==> src/rtl/pwm_sd_pkg.sv <==
package pwm_sd_pkg;

    localparam int REG_W     = 8;
    localparam int B_FLAG    = 7;
    localparam int B_IE      = 6;
    localparam int B_RESTART = 5;
    localparam int B_LEVEL   = 4;
    localparam int B_STATUS  = 3;
    localparam int B_POL     = 2;
    localparam int B_ENA     = 1;

    typedef struct packed {
        logic flag;
        logic ie;
        logic level;
        logic pol;
        logic ena;
        logic prev;
    } ctrl_state_t;

    typedef struct packed {
        logic held;
        logic armed;
    } chan_state_t;

endpackage

==> src/rtl/pwm_sd_sync.sv <==
module pwm_sd_sync #(
    parameter int STAGES = 2
) (
    input  logic clk,
    input  logic rst_n,
    input  logic async_in,
    output logic sync_out
);

    logic [STAGES-1:0] chain_d, chain_q;

    generate
        if (STAGES == 1) begin : g_single
            always_comb chain_d = async_in;
        end else begin : g_multi
            always_comb chain_d = {chain_q[STAGES-2:0], async_in};
        end
    endgenerate

    always_ff @(posedge clk or negedge rst_n) begin
        if (!rst_n) chain_q <= '0;
        else        chain_q <= chain_d;
    end

    assign sync_out = chain_q[STAGES-1];

endmodule

==> src/rtl/pwm_sd_ctrl.sv <==
module pwm_sd_ctrl
    import pwm_sd_pkg::*;
(
    input  logic             clk,
    input  logic             rst_n,
    input  logic             reg_we,
    input  logic [REG_W-1:0] reg_wdata,
    input  logic             fault_lvl,
    output logic [REG_W-1:0] reg_rdata,
    output logic             fault_active,
    output logic             restart_ok,
    output logic             sd_enable,
    output logic             sd_level,
    output logic             irq
);

    ctrl_state_t st_d, st_q;
    logic        edge_seen;

    logic unused_wbits;
    assign unused_wbits = ^{reg_wdata[0], reg_wdata[B_STATUS]};

    always_comb begin
        st_d      = st_q;
        st_d.prev = fault_lvl;
        edge_seen = fault_lvl ^ st_q.prev;
        if (reg_we) begin
            st_d.ie    = reg_wdata[B_IE];
            st_d.level = reg_wdata[B_LEVEL];
            st_d.pol   = reg_wdata[B_POL];
            st_d.ena   = reg_wdata[B_ENA];
            if (reg_wdata[B_FLAG]) st_d.flag = 1'b0;
        end
        if (edge_seen) st_d.flag = 1'b1;
    end

    always_ff @(posedge clk or negedge rst_n) begin
        if (!rst_n) st_q <= '0;
        else        st_q <= st_d;
    end

    assign fault_active = st_q.ena & (fault_lvl == st_q.pol);
    assign restart_ok   = reg_we & reg_wdata[B_RESTART] & (fault_lvl != st_q.pol);
    assign sd_enable    = st_q.ena;
    assign sd_level     = st_q.level;
    assign irq          = st_q.flag & st_q.ie;

    always_comb begin
        reg_rdata            = '0;
        reg_rdata[B_FLAG]    = st_q.flag;
        reg_rdata[B_IE]      = st_q.ie;
        reg_rdata[B_LEVEL]   = st_q.level;
        reg_rdata[B_STATUS]  = fault_lvl;
        reg_rdata[B_POL]     = st_q.pol;
        reg_rdata[B_ENA]     = st_q.ena;
    end

endmodule

==> src/rtl/pwm_sd_chan.sv <==
module pwm_sd_chan
    import pwm_sd_pkg::*;
(
    input  logic clk,
    input  logic rst_n,
    input  logic ch_en,
    input  logic ch_zero,
    input  logic raw,
    input  logic fault_active,
    input  logic restart_ok,
    input  logic sd_enable,
    input  logic sd_level,
    output logic out
);

    chan_state_t st_d, st_q;

    always_comb begin
        st_d = st_q;
        if (!ch_en) begin
            st_d = '0;
        end else if (fault_active) begin
            st_d.held  = 1'b1;
            st_d.armed = 1'b0;
        end else if (st_q.held) begin
            if (ch_zero && (st_q.armed || !sd_enable)) begin
                st_d = '0;
            end else if (restart_ok) begin
                st_d.armed = 1'b1;
            end
        end
    end

    always_ff @(posedge clk or negedge rst_n) begin
        if (!rst_n) st_q <= '0;
        else        st_q <= st_d;
    end

    assign out = (ch_en && (st_q.held || fault_active)) ? sd_level : raw;

endmodule

==> src/rtl/pwm_sd_top.sv <==
module pwm_sd_top
    import pwm_sd_pkg::*;
#(
    parameter int NCH         = 6,
    parameter int SYNC_STAGES = 2
) (
    input  logic             clk,
    input  logic             rst_n,
    input  logic             reg_we,
    input  logic [REG_W-1:0] reg_wdata,
    output logic [REG_W-1:0] reg_rdata,
    input  logic             fault_in,
    input  logic [NCH-1:0]   ch_en,
    input  logic [NCH-1:0]   ch_zero,
    input  logic [NCH-1:0]   pwm_raw,
    output logic [NCH-1:0]   pwm_out,
    output logic             irq
);

    logic fault_lvl;
    logic fault_active;
    logic restart_ok;
    logic sd_enable;
    logic sd_level;

    pwm_sd_sync #(.STAGES(SYNC_STAGES)) u_sync (
        .clk      (clk),
        .rst_n    (rst_n),
        .async_in (fault_in),
        .sync_out (fault_lvl)
    );

    pwm_sd_ctrl u_ctrl (
        .clk          (clk),
        .rst_n        (rst_n),
        .reg_we       (reg_we),
        .reg_wdata    (reg_wdata),
        .fault_lvl    (fault_lvl),
        .reg_rdata    (reg_rdata),
        .fault_active (fault_active),
        .restart_ok   (restart_ok),
        .sd_enable    (sd_enable),
        .sd_level     (sd_level),
        .irq          (irq)
    );

    generate
        for (genvar i = 0; i < NCH; i++) begin : g_ch
            pwm_sd_chan u_chan (
                .clk          (clk),
                .rst_n        (rst_n),
                .ch_en        (ch_en[i]),
                .ch_zero      (ch_zero[i]),
                .raw          (pwm_raw[i]),
                .fault_active (fault_active),
                .restart_ok   (restart_ok),
                .sd_enable    (sd_enable),
                .sd_level     (sd_level),
                .out          (pwm_out[i])
            );
        end
    endgenerate

endmodule

==> config.mk <==
export PLATFORM = sky130hd
export DESIGN_NAME = pwm_sd_top
export DESIGN_NICKNAME = d
export VERILOG_FILES = /design/src/rtl/pwm_sd_pkg.sv /design/src/rtl/pwm_sd_sync.sv /design/src/rtl/pwm_sd_ctrl.sv /design/src/rtl/pwm_sd_chan.sv /design/src/rtl/pwm_sd_top.sv
export SDC_FILE = /design/constraint.sdc
export NUM_CORES = 1
export LEC_CHECK = 0
export CORE_MARGIN = 4
export CORE_UTILIZATION = 54
export DETAILED_ROUTE_END_ITERATION = 10
export DONT_BUFFER_PORTS = 1
export HOLD_SLACK_MARGIN = 0.02
export PLACE_DENSITY = 0.8
export SYNTH_ARGS = -nofsm -noshare
export SYNTH_HDL_FRONTEND = slang
export SYNTH_HIERARCHICAL = 1
export SYNTH_SLANG_ARGS = --single-unit
==> constraint.sdc <==
create_clock -name clk -period 6.4 [get_ports clk]
set_clock_uncertainty 0.1 [all_clocks]
set_input_delay 0.64 -clock clk [delete_from_list [all_inputs] [get_ports clk]]
set_output_delay 0.64 -clock clk [all_outputs]
set_load 0.01 [all_outputs]
==> metrics.txt <==
global-route wire length before repair 3111 um; Pins Over Slew Limit 0; crit share post-route 40.24%; Area contributors post-synth dfrtp_1, mux2_2, a2111oi_2, o21ai_0, buf_4; HPWL reported at the end of detailed placement ~1400 um; storage element area 500.5 um^2; Yosys top cell by area dfrtp_1; fin crit period ~2.6 ns; switching pwr between 0.06 and 0.07 mW; # diodes 0; pwr dens between 200 and 250 nW/um^2; Via Count 700; dominant synthesized flop cell dfrtp_1; drt drc 0; final wirelength 1889 um; Worst path slowest cell dfrtp_1; status finished, final reports clean; area grow syn2layout 2.771%; # nets final roughly 130; reg2reg start u_sync/chain_q[1]; final core occ 59.86%; mean post-synth cell area 10.18 um^2; layout cells sized above 1 between 10% and 20%; core area 1783 um^2; initial DRC count 12; Hold Path Depth 0; Clock Power Share about 28%; # port buffers 0; Hold Slack ~0.26 ns; post-DR wirelength/cell 14.99 um; Min-Delay Startpoint u_sync/chain_q[0]; multi-input logic area between 400 and 500 um^2; Clock Path Buffers 2; count of different cell masters after synthesis 15; EDFF count, synth 0; Synth top area share 48.19%; kind of critical path flop to output port; worst path required time 5.66 ns; hold crit path type flop to flop; vias in the first global route 737; slew margin rel. 40.88%; Max FO, Critical Path 18; final setup margin ~3.8 ns; power consumption between 0.2 and 0.3 mW; yosys synthesis warning count 6; Commonest cells post-synth dfrtp_1, nand2_1, inv_1, o21ai_0, mux2_2; CTS buffer count 3; Clock Latency Late Sink 0.29 ns; critical path arrival 1.84 ns; Die Y between 50 and 60 um; ys async rst share 100.0%; worst path buffer plus inverter count 1; CP Capture Type output port; largest net degree at the start of global routing 21; die area 2689 um^2; # fillers 155; GRT Total Usage 15.95%; leakage power 0.4477 nW; Hold EP u_sync/chain_q[1]; Critical R2R Capture g_ch[4].u_chan/st_q[0]; startpoint type of the worst setup path flop; Power Internal 0.1849 mW; max_cap viols 0; sw frac 27.29%; Critical Path Max Stage Delay 0.47 ns; cells after synthesis 102; Setup Viol. Count Final 0; cell family with most CP delay flip-flops; Max VDD drop around 120 uV; root buf cell clkbuf_4; fmax 388.2 MHz; combinational power share 14.2%; Final Hold Viols 0; DRT antenna net count 0; register clock-pin slew on the reported worst setup and hold paths 0.11 ns; FF+latch count, synth 20; pre-CTS setup slack 4.140 ns; Synth Cell Area 1038 um^2; TritonRoute pass-1 iters 4; initial core utilization 58.25%; top-count cell post-synth dfrtp_1; GR Overflow Total 0; Die W 51.86 um; RSZ-0062 raised after global routing false; crit path cell chain xor2_1 -> nor2_1 -> buf_4 -> o21ai_0 -> mux2_2; r2r worst-path depth 4; setup_tns 0 ns; CTS tree done; routability congestion estimate 0.7013; sequential-to-total area share from yosys stat between 40% and 50%; R2R Setup Slk 4.70 ns; clock sink count 20; DR vias/cell 5.556; H-tree Lvls 1; post_cts resized 0; worst-margin pin slew 0.8838 ns; IO Pins 45; initial antenna violation count 0; num rows 15; register share of total power 57.8%
## stage by stage
| stage | std cells | cell area, um^2 |
|---|---|---|
| after detailed placement | 121 | 1021 |
| after floorplan | 103 | 1042 |
| after global placement | 121 | 1021 |
| final | 126 | 1067 |
| after global routing | 126 | 1067 |
| after CTS | 126 | 1067 |
## state kept, by name, summed over array words and instances (netlist names)
name              count
u_sync/chain_q        2
u_ctrl/sd_level       1
u_ctrl/st_q           1
u_ctrl/sd_enable      1
g_ch.u_chan/st_q     12
u_ctrl/reg_rdata      3
## cell usage in the layout, fill, tap and decap left out
| cell | netlist | routed |
|---|---|---|
| a21boi_1 | 6 | 6 |
| buf_4 | 8 | 1 |
| a21oi_1 | 6 | 6 |
| clkbuf_8 | 0 | 1 |
| mux2_2 | 9 | 9 |
| a21o_1 | 1 | 1 |
| nor2_1 | 1 | 1 |
| and2_1 | 1 | 1 |
| dfrtp_1 | 20 | 20 |
| nand2_1 | 14 | 14 |
| dlygate4sd3_1 | 0 | 1 |
| clkbuf_4 | 0 | 3 |
| and3_1 | 1 | 1 |
| o21ai_0 | 13 | 13 |
| conb_1 | 1 | 2 |
| inv_1 | 13 | 13 |
| a2111oi_2 | 6 | 6 |
| xor2_1 | 2 | 2 |
## cells by family (layout without fill, tap and decap cells)
group	Yosys count	count (layout)	share of synthesized area (%)
AOI/OAI and AO/OA	32	32	22.89
xor gates and xnor gates	2	2	1.687
buffers and inverters	21	19	10.48
DFF	20	20	48.19
muxes	9	9	9.759
other	1	2	0.3611
and+or+nand+nor	17	17	6.627
## routing by layer
layer	track usage, %	vias up	wire (um)
met4	9.607	0	27
met5	0	-	0
li1	-	337	-
met3	3.152	2	111
met1	19.14	333	845
met2	26.15	28	905
## how the worst max path moves through the flow
stage                           start    endpoint  slack, ns  cells past startpoint
detailed placement  u_sync/chain_q[1]  pwm_out[2]       4.14                      5
global route        u_sync/chain_q[1]  pwm_out[1]       3.70                      5
finish              u_sync/chain_q[1]  pwm_out[4]       3.82                      5
global placement    u_sync/chain_q[1]  pwm_out[2]       4.18                      5
floorplan           u_sync/chain_q[1]  pwm_out[0]       3.84                      4
CTS                 u_sync/chain_q[1]  pwm_out[2]       3.79                      5
## power by group through the flow
stage / clock network (mW) / logic, mW / registers (mW)
3_3_place_gp: 0 / 0.0325 / 0.149
6_report: 0.0712 / 0.0361 / 0.147
5_1_grt: 0.0798 / 0.0408 / 0.149
4_1_cts: 0.0745 / 0.0369 / 0.147
3_5_place_dp: 0 / 0.0338 / 0.150
2_1_floorplan: 0 / 0.0361 / 0.145
## repair_timing
item | CTS | global route
setup buffers | 0 | 0
hold buffers | 1 | 0
hold endpoints to repair | 20 | 0
## final cells by class
type	count	share of cell area, %
Timing Repair Buffer	2	1.641
Sequential cell	20	46.89
Multi-Input combinational cell	62	40.56
Tap cell	25	2.931
Clock buffer	4	3.400
Inverter	13	4.572
No activity file was read; power rests on OpenSTA's default activity.
